<file path="config.mk">
export PLATFORM = sky130hd
export DESIGN_NAME = pwron_strap_cfg
export DESIGN_NICKNAME = d
export VERILOG_FILES = /design/src/rtl/pwron_strap_pkg.sv /design/src/rtl/pwron_strap_timer.sv /design/src/rtl/pwron_strap_capture.sv /design/src/rtl/pwron_mode_pin.sv /design/src/rtl/pwron_strap_cfg.sv
export SDC_FILE = /design/constraint.sdc
export NUM_CORES = 1
export LEC_CHECK = 0
export ABC_AREA = 1
export BUFFER_PORTS_ARGS = -buffer_cell sky130_fd_sc_hd__buf_4
export CORE_MARGIN = 2
export CORE_UTILIZATION = 40
export DETAILED_ROUTE_END_ITERATION = 10
export PLACE_DENSITY = 0.66
export SLEW_MARGIN = 20
export SYNTH_ARGS = -nofsm -noshare
export SYNTH_HDL_FRONTEND = slang
export SYNTH_HIERARCHICAL = 1
export SYNTH_SLANG_ARGS = --single-unit
export TNS_END_PERCENT = 10
</file>
<file path="constraint.sdc">
create_clock -name clk -period 2.3 [get_ports clk]
set_input_delay 0.345 -clock clk [delete_from_list [all_inputs] [get_ports clk]]
set_output_delay 0.345 -clock clk [all_outputs]
set_load 0.02 [all_outputs]
</file>
<file path="src/rtl/pwron_strap_pkg.sv">
package pwron_strap_pkg;

  typedef enum logic [1:0] {
    REF_12M = 2'd0,
    REF_27M = 2'd1,
    REF_48M = 2'd2
  } refclk_e;

  // Strap pair codes for the clock select
  localparam logic [1:0] CLKCODE_RSVD = 2'b00;
  localparam logic [1:0] CLKCODE_48M  = 2'b01;
  localparam logic [1:0] CLKCODE_27M  = 2'b10;
  localparam logic [1:0] CLKCODE_12M  = 2'b11;

  function automatic int unsigned us_to_cycles(int unsigned clk_hz, int unsigned us);
    return (clk_hz / 1000) * us / 1000;
  endfunction

endpackage

</file>
<file path="src/rtl/pwron_strap_timer.sv">
module pwron_strap_timer #(
  parameter int unsigned SAMPLE_CNT   = 240,
  parameter int unsigned HANDOVER_CNT = 600000
) (
  input  logic clk,
  input  logic rst_n,
  output logic sample_now,
  output logic cfg_valid,
  output logic pin_handover
);

  localparam int unsigned CNT_W = $clog2(HANDOVER_CNT + 1);
  localparam logic [CNT_W-1:0] SAMPLE_AT = CNT_W'(SAMPLE_CNT - 1);
  localparam logic [CNT_W-1:0] SAMPLE_LIM = CNT_W'(SAMPLE_CNT);
  localparam logic [CNT_W-1:0] HANDOVER_LIM = CNT_W'(HANDOVER_CNT);

  logic [CNT_W-1:0] elapsed_q;

  // Saturating count of edges since reset release
  always_ff @(posedge clk or negedge rst_n) begin
    if (!rst_n) begin
      elapsed_q <= '0;
    end else if (elapsed_q != HANDOVER_LIM) begin
      elapsed_q <= elapsed_q + 1'b1;
    end
  end

  always_comb begin
    sample_now   = (elapsed_q == SAMPLE_AT);
    cfg_valid    = (elapsed_q >= SAMPLE_LIM);
    pin_handover = (elapsed_q == HANDOVER_LIM);
  end

endmodule

</file>
<file path="src/rtl/pwron_strap_capture.sv">
module pwron_strap_capture
  import pwron_strap_pkg::*;
#(
  parameter int unsigned PNUM_W    = 2,
  parameter int unsigned NUM_PORTS = 4,
  parameter int unsigned PC_W      = 3
) (
  input  logic                 clk,
  input  logic                 rst_n,
  input  logic                 sample_now,
  input  logic [PNUM_W-1:0]    pnum_strap,
  input  logic [NUM_PORTS-1:0] fixed_strap,
  input  logic                 pol_strap,
  input  logic [1:0]           clk_strap,
  output logic [PC_W-1:0]      port_count,
  output logic [NUM_PORTS-1:0] nonremov_mask,
  output logic                 pwr_en_active_high,
  output refclk_e              refclk_sel,
  output logic                 refclk_code_err
);

  logic [PC_W-1:0] count_d;
  refclk_e         refclk_d;
  logic            rsvd_d;

  // All-ones strap code means one port; each step down adds a port
  always_comb begin
    count_d = PC_W'(NUM_PORTS) - PC_W'(pnum_strap);
  end

  always_comb begin
    rsvd_d = 1'b0;
    unique case (clk_strap)
      CLKCODE_48M: refclk_d = REF_48M;
      CLKCODE_27M: refclk_d = REF_27M;
      CLKCODE_12M: refclk_d = REF_12M;
      default: begin
        refclk_d = REF_12M;
        rsvd_d   = 1'b1;
      end
    endcase
  end

  always_ff @(posedge clk or negedge rst_n) begin
    if (!rst_n) begin
      port_count         <= '0;
      pwr_en_active_high <= 1'b0;
      refclk_sel         <= REF_12M;
      refclk_code_err    <= 1'b0;
    end else if (sample_now) begin
      port_count         <= count_d;
      pwr_en_active_high <= pol_strap;
      refclk_sel         <= refclk_d;
      refclk_code_err    <= rsvd_d;
    end
  end

  for (genvar p = 0; p < NUM_PORTS; p++) begin : g_port
    logic fixed_q;
    always_ff @(posedge clk or negedge rst_n) begin
      if (!rst_n) begin
        fixed_q <= 1'b0;
      end else if (sample_now) begin
        fixed_q <= fixed_strap[p];
      end
    end
    assign nonremov_mask[p] = fixed_q;
  end

endmodule

</file>
<file path="src/rtl/pwron_mode_pin.sv">
module pwron_mode_pin (
  input  logic clk,
  input  logic rst_n,
  input  logic sample_now,
  input  logic pin_handover,
  input  logic mode_pin_in,
  input  logic global_suspend,
  output logic gang_mode,
  output logic mode_pin_oe,
  output logic mode_pin_out
);

  always_ff @(posedge clk or negedge rst_n) begin
    if (!rst_n) begin
      gang_mode <= 1'b0;
    end else if (sample_now) begin
      gang_mode <= mode_pin_in;
    end
  end

  // Gang mode signals suspend high; per-port mode signals it low
  always_ff @(posedge clk or negedge rst_n) begin
    if (!rst_n) begin
      mode_pin_out <= 1'b0;
    end else begin
      mode_pin_out <= gang_mode ? global_suspend : ~global_suspend;
    end
  end

  assign mode_pin_oe = pin_handover;

endmodule

</file>
<file path="src/rtl/pwron_strap_cfg.sv">
module pwron_strap_cfg
  import pwron_strap_pkg::*;
#(
  parameter int unsigned CLK_FREQ_HZ  = 12_000_000,
  parameter int unsigned SAMPLE_US    = 20,
  parameter int unsigned HANDOVER_US  = 50_000,
  parameter int unsigned PNUM_W       = 2
) (
  input  logic       clk,
  input  logic       rst_n,
  input  logic [1:0] pnum_strap,
  input  logic [3:0] fixed_strap,
  input  logic       pol_strap,
  input  logic [1:0] clk_strap,
  input  logic       mode_pin_in,
  input  logic       global_suspend,
  output logic       mode_pin_oe,
  output logic       mode_pin_out,
  output logic       cfg_valid,
  output logic [2:0] port_count,
  output logic [3:0] nonremov_mask,
  output logic       pwr_en_active_high,
  output logic [1:0] refclk_sel,
  output logic       refclk_code_err,
  output logic       gang_mode
);

  localparam int unsigned NUM_PORTS    = 2 ** PNUM_W;
  localparam int unsigned PC_W         = $clog2(NUM_PORTS + 1);
  localparam int unsigned SAMPLE_CNT   = us_to_cycles(CLK_FREQ_HZ, SAMPLE_US);
  localparam int unsigned HANDOVER_CNT = us_to_cycles(CLK_FREQ_HZ, HANDOVER_US);

  logic    sample_now;
  logic    pin_handover;
  refclk_e refclk_q;

  pwron_strap_timer #(
    .SAMPLE_CNT   (SAMPLE_CNT),
    .HANDOVER_CNT (HANDOVER_CNT)
  ) u_timer (
    .clk          (clk),
    .rst_n        (rst_n),
    .sample_now   (sample_now),
    .cfg_valid    (cfg_valid),
    .pin_handover (pin_handover)
  );

  pwron_strap_capture #(
    .PNUM_W    (PNUM_W),
    .NUM_PORTS (NUM_PORTS),
    .PC_W      (PC_W)
  ) u_capture (
    .clk                (clk),
    .rst_n              (rst_n),
    .sample_now         (sample_now),
    .pnum_strap         (pnum_strap),
    .fixed_strap        (fixed_strap),
    .pol_strap          (pol_strap),
    .clk_strap          (clk_strap),
    .port_count         (port_count),
    .nonremov_mask      (nonremov_mask),
    .pwr_en_active_high (pwr_en_active_high),
    .refclk_sel         (refclk_q),
    .refclk_code_err    (refclk_code_err)
  );

  pwron_mode_pin u_mode_pin (
    .clk            (clk),
    .rst_n          (rst_n),
    .sample_now     (sample_now),
    .pin_handover   (pin_handover),
    .mode_pin_in    (mode_pin_in),
    .global_suspend (global_suspend),
    .gang_mode      (gang_mode),
    .mode_pin_oe    (mode_pin_oe),
    .mode_pin_out   (mode_pin_out)
  );

  assign refclk_sel = refclk_q;

endmodule

</file>
==> results of run 1 <==
[stage by stage]
step / area, um^2 / instances / worst slack (ns) / hold WS, ns / util, %
after floorplan: 1790 / 233 / 0.657 / 0.0494 / -
after global placement: 2000 / 305 / 0.616 / 0.311 / 46.2
after detailed placement: 2000 / 305 / 0.535 / 0.316 / 46.2
after CTS: 2080 / 313 / 0.332 / 0.00243 / 48.1
after global routing: 2080 / 313 / 0.229 / 0.0250 / 48.1
final: 2080 / 313 / 0.346 / -0.00823 / 48.1
[logic make-up after synthesis]
group	after synthesis	synth area share [%]
and+or+nand+nor	152	37.0
DFF	33	46.3
buffers and inverters	32	8.48
xor gates and xnor gates	12	5.89
adders and majority gates	3	2.10
AOI/OAI and AO/OA	1	0.280
[cells in the final DEF (no fill, tap or decap)]
cell,instances
sky130_fd_sc_hd__nand2_1,90
sky130_fd_sc_hd__dfrtp_1,33
sky130_fd_sc_hd__buf_4,28
sky130_fd_sc_hd__nor2_1,28
sky130_fd_sc_hd__inv_1,24
sky130_fd_sc_hd__nand3_1,10
sky130_fd_sc_hd__xor2_1,10
sky130_fd_sc_hd__clkbuf_8,5
sky130_fd_sc_hd__nand4_1,5
sky130_fd_sc_hd__nor3_1,5
sky130_fd_sc_hd__ha_1,3
sky130_fd_sc_hd__nand2_2,3
sky130_fd_sc_hd__nor2_4,3
sky130_fd_sc_hd__nor2_2,3
sky130_fd_sc_hd__nand3b_1,3
sky130_fd_sc_hd__clkinv_2,2
sky130_fd_sc_hd__xnor2_1,2
sky130_fd_sc_hd__clkbuf_1,1
sky130_fd_sc_hd__o21ai_0,1
sky130_fd_sc_hd__nor2b_1,1
sky130_fd_sc_hd__nand2_4,1
[sequential cells by signal, summed over array words and instances, names as in the netlist]
register                      cells
u_capture/refclk_code_err         1
u_capture/g_port.fixed_q          4
u_timer/elapsed_q                20
u_mode_pin/mode_pin_out           1
u_capture/pwr_en_active_high      1
u_capture/refclk_sel              2
u_capture/port_count              3
u_mode_pin/gang_mode              1
[cell usage after synthesis (all sizes together)]
master,count,area [um^2]
nand2,94,368
ha,3,37.5
o21ai,1,5.00
nand3b,3,22.5
dfrtp,33,826
nor3,5,25.0
xor2,10,87.6
nand4,5,31.3
nand3,10,50.1
xnor2,2,17.5
buf,8,61.3
inv,24,90.1
nor2,34,158
nor2b,1,6.26
[worst paths after layout]
| path | start | to | slack [ns] |
|---|---|---|---|
| worst max register to register | u_timer/elapsed_q[0] | u_capture/port_count[0] | 0.51 |
| worst min-delay path | rst_n | u_mode_pin/gang_mode | -0.008 |
| worst max-delay path | u_timer/elapsed_q[0] | mode_pin_oe | 0.35 |
| min in group clk | mode_pin_in | u_mode_pin/gang_mode | 0.26 |
| max in group asynchronous | rst_n | u_timer/elapsed_q[14] | 2.01 |
| worst min register to register | u_capture/port_count[1] | u_capture/port_count[1] | 0.47 |
[report_power, final]
group / total (mW) / internal [mW] / switching (mW) / leakage, nW
combinational: 0.0345 / 0.0158 / 0.0187 / 0.606
clock: 0.422 / 0.210 / 0.213 / 0.0450
sequential: 0.581 / 0.581 / 0.000185 / 0.382
total: 1.04 / 0.807 / 0.232 / 1.03
[worst reg2reg max path, cell delays in order (launching register included)]
cell and delay, ns:
sky130_fd_sc_hd__dfrtp_1 0.47, sky130_fd_sc_hd__ha_1 0.29, sky130_fd_sc_hd__inv_1 0.10, sky130_fd_sc_hd__nor2_4 0.16, sky130_fd_sc_hd__nand3_1 0.09, sky130_fd_sc_hd__nor2b_1 0.16
sky130_fd_sc_hd__inv_1 0.20, sky130_fd_sc_hd__nand2_1 0.11, sky130_fd_sc_hd__o21ai_0 0.07
[routing by layer]
metal / share of wire (%) / wire, um / up-vias / track usage [%]
met5: 0 / 0 / - / 0
met4: 1.0 / 36 / 0 / 5.03
met2: 44 / 1560 / 37 / 22.7
li1: - / - / 758 / -
met3: 6.8 / 241 / 5 / 4.42
met1: 48 / 1710 / 642 / 20.9
[area by class of cell]
type | count | area (um^2) | share of cell area [%]
Clock inverter | 2 | 10.0 | 0.481
Sequential cell | 33 | 826 | 39.7
Timing Repair Buffer | 28 | 210 | 10.1
Clock buffer | 6 | 72.6 | 3.49
Inverter | 24 | 90.1 | 4.33
Tap cell | 52 | 65.1 | 3.12
Multi-Input combinational cell | 168 | 808 | 38.8
==> out/results.md, run 1 <==
### Worst setup path
* kind of end point of the critical path: output port
* Required @ worst endpoint: 1.96 ns
* cell-by-cell trace of the critical path: inv_1 > ha_1 > nand3_1 > nor3_1 > buf_4
* Bufs and invs on worst path: 2
* Largest stage delay, worst path: 0.46 ns
* worst-path maximum fanout: 6
* type of origin of the critical path: flop
* worst setup path category: reg -> out
* data arrival time of the critical path: 1.61 ns
* CP max stage cell: sky130_fd_sc_hd__dfrtp_1
* depth of the most critical reg-to-reg path: 8
* Worst path depth: 5
* cell family with most CP delay: flip-flops

### Routing
* Detailed Route Iter0 Violations: 94
* average via count per standard cell: 4.61
* number of detailed-route iterations in the first pass: 4
* DRC violations left: 0
* number of antenna-violating nets in the routed design: 0
* via count of the routed design: 1442
* detailed-route wire length: 3540 um
* post-DR wirelength/cell: 11.3 um

### Synth
* count of cell types in the netlist: 20
* number of nets produced by synthesis: 249
* average instance area after synthesis: 7.66 um^2
* cells after synthesis: 233
* post-synthesis instance area: 0.00179 mm^2
* Yosys Warn Count: 6
* flops & latches, synth: 33
* sequential share of the synthesized area: 46.3%

### Outcome
* run status: finished, violations left
* violations in the final reports: hold timing

### GRT
* number of antenna violations at the first check in global routing: 0
* first-pass GRT wire length: 6000 um
* grt ovf: 0
* via count of the first global-routing pass: 1337
* largest net degree at the start of global routing: 34
* GR Util All Layers: 15.1%

### Finish
* antenna cells: 0
* area growth from synthesis to layout: 16.6%
* fill cell total of the finished layout: 436
* fraction of final layout cells with drive strength greater than 1: 17.2%
* number of nets at the end of the flow: 276

### STA
* unrepaired setup endpoints after global routing: false
* share of the clock period used by the worst path after layout: 84.9%
* total count of max-transition violations in the final report: 0
* max frequency: 0.512 GHz
* minimum clock period after layout: 1.95 ns
* slew at the pin closest to its max-slew limit: 0.415 ns
* worst clock skew: 0.00666 ns
* total count of hold-check failures in the final report: 12
* Post-Route Setup TNS: 0 ns
* Worst slew margin: 72.3%
* Worst Hold Slack: -0.00823 ns
* final setup violation count: 0

### Place
* # port buffers: 27
* final weighted congestion in routability-driven placement: 0.820
* detailed-placement wirelength estimate: 2630 um

### Floorplanning
* Die Y: 70.8 um
* die footprint: 0.00501 mm^2
* io pins: 28
* die span in x: 70.8 um
* area of the core: 0.00432 mm^2
* cell row count: 24
* Starting Density: 41.3%

### Clock network
* total of cells resized after clock tree synthesis: 0
* cell chosen for the clock root: sky130_fd_sc_hd__clkbuf_8
* Post CTS Setup Buffer Count: 0
* Max Buffers Root-to-Sink: 2
* total number of H-tree levels: 2
* source-to-sink clock delay at the later pin of the worst-skew pair: 0.28 ns
* clock sink total: 33
* number of buffers added by the clock tree synthesis step: 5
* hold buffer count at cts: 0
* CTS tree: built
* clock slew at the register clock pins of the worst setup and hold paths: 0.07 ns

### Pwr
* Max rail drop VDD: 0.375 mV
* leak pwr: 1.03 nW
* Power per Cell Area: 499 mW/mm^2
* total power after layout: 1.04 mW

### Worst hold path
* min-delay worst type: in -> async

### Run
* number of maximum-capacitance constraint violations: 0

Power figures use the tool's default switching activity.
==> run 2: changes to the inputs <==
==> constraint.sdc (replaced) <==
create_clock -name clk -period 2 [get_ports clk]
set_input_delay 0.3 -clock clk [delete_from_list [all_inputs] [get_ports clk]]
set_output_delay 0.3 -clock clk [all_outputs]
set_load 0.02 [all_outputs]
==> run 2 against run 1 <==
The flow now finishes without violations. Non-clock buffer count up 2. Clock-buffer cell count unchanged. Final cell count up 0.64%. Via count up 2.6%. Register-to-register slack worse by 0.27 ns. Worst hold slack better by 0.22 ns. Die area unchanged. Routed wire length up 0.79%. Critical path depth unchanged. Utilization up 0.41 points. Critical path type unchanged. Largest power group unchanged.
==> out/results.md, run 2 (same netlist as run 1, synthesis figures left out) <==
### Worst setup path
* type of origin of the critical path: flop
* Required @ worst endpoint: 1.70 ns
* kind of end point of the critical path: output port
* worst setup path category: reg -> out
* worst-path maximum fanout: 6
* data arrival time of the critical path: 1.54 ns

### Routing
* number of detailed-route iterations in the first pass: 5
* via count of the routed design: 1479
* Detailed Route Iter0 Violations: 79
* detailed-route wire length: 3570 um
* post-DR wirelength/cell: 11.3 um
* average via count per standard cell: 4.70
* DRC violations left: 0
* number of antenna-violating nets in the routed design: 0

### Finish
* non-filler cells, final: 315
* most common library cell in the layout ignoring fill and taps: sky130_fd_sc_hd__nand2_1
* largest registers: u_timer/elapsed_q: 20 flops, u_capture/g_port.fixed_q: 4 flops, u_capture/port_count: 3 flops
* Design Area, Final: 0.00210 mm^2
* number of nets at the end of the flow: 278
* fraction of final layout cells with drive strength greater than 1: 17.9%
* register name with the most flops: u_timer/elapsed_q
* antenna cells: 0
* commonest cells after routing, fill and taps aside: 90 x sky130_fd_sc_hd__nand2_1, 33 x sky130_fd_sc_hd__dfrtp_1, 29 x sky130_fd_sc_hd__buf_4
* fill cell total of the finished layout: 432
* area growth from synthesis to layout: 17.6%
* max FFs per register: 20

### STA
* total count of max-transition violations in the final report: 0
* total count of hold-check failures in the final report: 0
* max frequency: 0.543 GHz
* minimum clock period after layout: 1.84 ns
* final setup violation count: 0
* worst clock skew: 0.00190 ns
* Worst slew margin: 71.6%
* Post-Route Setup TNS: 0 ns
* slew at the pin closest to its max-slew limit: 0.426 ns
* unrepaired setup endpoints after global routing: false
* share of the clock period used by the worst path after layout: 92.1%

### Clock network
* source-to-sink clock delay at the later pin of the worst-skew pair: 0.28 ns
* clock slew at the register clock pins of the worst setup and hold paths: 0.07 ns
* total number of H-tree levels: 2
* clock sink total: 33
* cell chosen for the clock root: sky130_fd_sc_hd__clkbuf_8
* CTS tree: built
* number of buffers added by the clock tree synthesis step: 5
* Post CTS Setup Buffer Count: 0
* Max Buffers Root-to-Sink: 2

### Place
* final weighted congestion in routability-driven placement: 0.830
* post-placement cell count: 306
* Placed Area: 0.00201 mm^2
* detailed-placement wirelength estimate: 2630 um
* # port buffers: 27

### GRT
* grt ovf: 0
* via count of the first global-routing pass: 1454
* GR Util All Layers: 15.5%
* first-pass GRT wire length: 6180 um
* largest net degree at the start of global routing: 34
* number of antenna violations at the first check in global routing: 0

### Pwr
* total power after layout: 1.19 mW
* leak pwr: 1.04 nW
* Power per Cell Area: 569 mW/mm^2
* Max rail drop VDD: 0.344 mV

### Outcome
* run status: complete, no violations

### Floorplanning
* Die Y: 70.8 um
* cell row count: 24
* area of the core: 0.00432 mm^2
* Starting Density: 41.3%
* die span in x: 70.8 um
* io pins: 28
* die footprint: 0.00501 mm^2

### Worst hold path
* min-delay worst type: in -> reg

### Run
* number of maximum-capacitance constraint violations: 0

-- run 2: layout make-up --
cell class	count	area [um^2]	share of cell area, %
Sequential cell	33	826	39.3
Multi-Input combinational cell	168	808	38.5
Timing Repair Buffer	30	228	10.8
Inverter	24	90.1	4.29
Clock buffer	6	72.6	3.46
Tap cell	52	65.1	3.10
Clock inverter	2	10.0	0.477
-- run 2: worst paths after layout --
| path | slack, ns | to | start | cells past startpoint |
|---|---|---|---|---|
| max | 0.16 | mode_pin_oe | u_timer/elapsed_q[0] | 5 |
| min | 0.21 | u_mode_pin/gang_mode | mode_pin_in | 3 |
| max reg2reg | 0.24 | u_capture/port_count[0] | u_timer/elapsed_q[0] | 8 |
| min reg2reg | 0.48 | u_capture/g_port[0].fixed_q | u_capture/g_port[0].fixed_q | 2 |
| max in group asynchronous | 1.20 | u_capture/refclk_code_err | rst_n | 2 |
| min in group asynchronous | 0.49 | u_mode_pin/gang_mode | rst_n | 2 |
-- run 2: critical path, cell delays in order (launching register included) --
cell and delay (ns):
sky130_fd_sc_hd__dfrtp_1 0.46, sky130_fd_sc_hd__inv_2 0.13, sky130_fd_sc_hd__ha_1 0.19, sky130_fd_sc_hd__nand3_1 0.08, sky130_fd_sc_hd__nor3_1 0.22, sky130_fd_sc_hd__buf_4 0.18
-- run 2: timing repair --
action / 4_1_cts / 5_1_grt
hold endpoints to repair: 33 / 0
setup endpoints to repair: 0 / 1
resized for setup: 0 / 1
hold buffers: 1 / 0
-- run 2: power breakdown --
part	internal [mW]	leakage (nW)	switching (mW)
clock network	0.241	0.0450	0.243
logic	0.0195	0.613	0.0220
registers	0.668	0.382	0.000250
-- run 2: through the flow --
step                hold WS [ns]  utilization [%]  setup WS [ns]
floorplan                0.00441                -          0.357
global placement           0.269             46.4          0.310
detailed placement         0.272             46.4          0.245
CTS                        0.198             48.6         0.0754
global route               0.209             48.6         0.0317
finish                     0.211             48.6          0.157
-- run 2: per-layer routing --
| layer | GRT usage [%] | part of all wire, % | wire [um] |
|---|---|---|---|
| met2 | 25.8 | 45 | 1620 |
| met5 | 0 | 0 | 0 |
| met4 | 4.61 | 0.62 | 22 |
| met1 | 18.6 | 46 | 1650 |
| met3 | 6.13 | 7.7 | 276 |
==> run 3: changes to the inputs <==
--- a/config.mk
+++ b/config.mk
@@ -10,7 +10,7 @@
 export CORE_MARGIN = 2
 export CORE_UTILIZATION = 40
 export DETAILED_ROUTE_END_ITERATION = 10
-export PLACE_DENSITY = 0.66
+export PLACE_DENSITY = 0.68
 export SLEW_MARGIN = 20
 export SYNTH_ARGS = -nofsm -noshare
 export SYNTH_HDL_FRONTEND = slang
==> constraint.sdc (replaced) <==
create_clock -name clk -period 1.6 [get_ports clk]
set_input_delay 0.24 -clock clk [delete_from_list [all_inputs] [get_ports clk]]
set_output_delay 0.24 -clock clk [all_outputs]
set_load 0.02 [all_outputs]
==> run 3 against run 2 <==
The flow now finishes with violations (setup timing). Clock power increased by 25%. Register-to-register slack got worse by 0.16 ns. Sequential share of layout area down 4.0 points. Worst setup slack worse by 0.17 ns. Routed wire length increased by 13%. Worst hold slack got worse by 0.060 ns. Final area is 12% higher. Via count is 7.3% higher. Global-route usage up 1.8 points. Utilization is 5.8 points higher. Largest power group unchanged.
==> out/results.md, run 3 (same netlist as run 1, synthesis figures left out) <==
### Outcome
* run status: finished, violations left
* violations in the final reports: setup timing

### Run
* number of maximum-capacitance constraint violations: 0

### Clock network
* cell chosen for the clock root: sky130_fd_sc_hd__clkbuf_8
* source-to-sink clock delay at the later pin of the worst-skew pair: 0.28 ns
* total number of H-tree levels: 2
* clock sink total: 33
* Max Buffers Root-to-Sink: 2
* number of buffers added by the clock tree synthesis step: 5
* clock slew at the register clock pins of the worst setup and hold paths: 0.07 ns
* CTS tree: built

### Worst setup path
* capture point of the critical path: mode_pin_oe
* slack of the worst reg-to-reg path: 0.08 ns
* type of origin of the critical path: flop
* data arrival time of the critical path: 1.38 ns
* depth of the most critical reg-to-reg path: 9
* startpoint of the worst-slack reg-to-reg timing path: u_timer/elapsed_q[9]
* kind of end point of the critical path: output port
* Reg2Reg Capture Point: u_capture/port_count[0]
* Required @ worst endpoint: 1.36 ns
* worst setup path startpoint: u_timer/elapsed_q[0]
* worst setup path category: reg -> out
* worst-path maximum fanout: 3

### Routing
* Detailed Route Iter0 Violations: 99
* via count of the routed design: 1587
* detailed-route wire length: 4030 um
* number of detailed-route iterations in the first pass: 4
* DRC violations left: 0
* post-DR wirelength/cell: 12.0 um
* average via count per standard cell: 4.72
* number of antenna-violating nets in the routed design: 0

### Pwr
* Max rail drop VDD: 0.470 mV
* total power after layout: 1.49 mW
* leak pwr: 1.16 nW
* Power per Cell Area: 636 mW/mm^2

### Floorplanning
* Die Y: 70.8 um
* area of the core: 0.00432 mm^2
* Starting Density: 41.3%
* die span in x: 70.8 um
* cell row count: 24
* io pins: 28
* die footprint: 0.00501 mm^2

### Finish
* max FFs per register: 20
* fraction of final layout cells with drive strength greater than 1: 31.3%
* fill cell total of the finished layout: 401
* largest registers: u_timer/elapsed_q: 20 flops, u_capture/g_port.fixed_q: 4 flops, u_capture/port_count: 3 flops
* number of nets at the end of the flow: 299
* non-filler cells, final: 336
* area growth from synthesis to layout: 31.5%
* register name with the most flops: u_timer/elapsed_q
* Register Area: 830 um^2
* most common library cell in the layout ignoring fill and taps: sky130_fd_sc_hd__nand2_1
* Design Area, Final: 0.00235 mm^2
* area of the multi-input gates: 881 um^2
* commonest cells after routing, fill and taps aside: 88 x sky130_fd_sc_hd__nand2_1, 46 x sky130_fd_sc_hd__buf_4, 30 x sky130_fd_sc_hd__dfrtp_1
* antenna cells: 0

### STA
* Post-Route Setup TNS: -0.0171 ns
* Worst slew margin: 71.9%
* final setup violation count: 1
* worst clock skew: 0.00686 ns
* total count of hold-check failures in the final report: 0
* slew at the pin closest to its max-slew limit: 0.421 ns
* share of the clock period used by the worst path after layout: 101%
* total count of max-transition violations in the final report: 0
* max frequency: 0.618 GHz
* minimum clock period after layout: 1.62 ns
* final worst slack: -0.0171 ns
* unrepaired setup endpoints after global routing: true

### Worst hold path
* min-delay worst type: in -> reg
* startpoint of the tightest hold check path: mode_pin_in

### Place
* detailed-placement wirelength estimate: 2810 um
* final weighted congestion in routability-driven placement: 0.802
* post-placement cell count: 314
* # port buffers: 27
* Post-Place Worst Slack: -0.0137 ns
* Placed Area: 0.00207 mm^2

### GRT
* first-pass GRT wire length: 6760 um
* grt ovf: 0
* number of antenna violations at the first check in global routing: 0
* largest net degree at the start of global routing: 34
* GR Util All Layers: 17.2%
* via count of the first global-routing pass: 1533

[run 3: cell count changes in the layout (fill, tap and decap cells not counted), moves of 3 or more]
| cell | delta |
|---|---|
| sky130_fd_sc_hd__buf_4 | +17 |
| sky130_fd_sc_hd__buf_6 | +4 |
| sky130_fd_sc_hd__inv_1 | -4 |
| sky130_fd_sc_hd__inv_2 | +4 |
| sky130_fd_sc_hd__nor2_1 | -4 |
| sky130_fd_sc_hd__nor3_1 | -4 |
| sky130_fd_sc_hd__nor3_2 | +4 |
| sky130_fd_sc_hd__dfrtp_1 | -3 |
| sky130_fd_sc_hd__dfrtp_2 | +3 |
| sky130_fd_sc_hd__nor2_4 | +3 |
[run 3: worst min path at each step]
stage,slack [ns],depth (start not counted),end
6_report,0.15,3,u_mode_pin/gang_mode
5_1_grt,0.17,3,u_mode_pin/gang_mode
4_1_cts,0.15,3,u_mode_pin/gang_mode
3_5_place_dp,0.21,1,u_capture/g_port[3].fixed_q
3_3_place_gp,0.21,1,u_capture/g_port[3].fixed_q
2_1_floorplan,-0.06,0,u_capture/g_port[0].fixed_q
[run 3: critical path: stages, from the launching register on]
cell	delay (ns)
sky130_fd_sc_hd__dfrtp_1	0.41
sky130_fd_sc_hd__inv_2	0.09
sky130_fd_sc_hd__ha_4	0.14
sky130_fd_sc_hd__nand3_2	0.07
sky130_fd_sc_hd__nor3_2	0.21
sky130_fd_sc_hd__buf_4	0.17
[run 3: per-layer routing]
metal | up-vias | GRT usage [%] | wire (um)
li1 | 807 | - | -
met1 | 734 | 21.6 | 1800
met2 | 42 | 28.8 | 1960
met3 | 4 | 3.70 | 236
met4 | 0 | 7.55 | 27
met5 | - | 0 | 0
[run 3: metrics by stage]
stage	utilization, %	hold slack [ns]
finish	54.3	0.151
global route	54.3	0.172
detailed placement	47.9	0.215
CTS	52.1	0.146
floorplan	-	-0.0556
global placement	47.9	0.206
[run 3: what timing repair did]
| action | 4_1_cts | 5_1_grt |
|---|---|---|
| hold buffers | 1 | 0 |
| pin swaps | 2 | 4 |
| endpoints found under the hold margin | 33 | 0 |
| resized for setup | 10 | 18 |
| setup buffers | 8 | 5 |
| setup endpoints to repair | 3 | 14 |
[run 3: report_power, final]
| group | internal (mW) | switching [mW] |
|---|---|---|
| combinational | 0.0244 | 0.0273 |
| clock | 0.301 | 0.305 |
| sequential | 0.835 | 0.000287 |
[run 3: cell type report]
cell class	instances	share of cell area, %
flip-flops and latches	33	35.3
clock inverters	2	0.426
inverters	24	3.84
clock buffers	6	3.09
well taps	52	2.77
repair buffers	51	17.0
multi-input cells	168	37.5
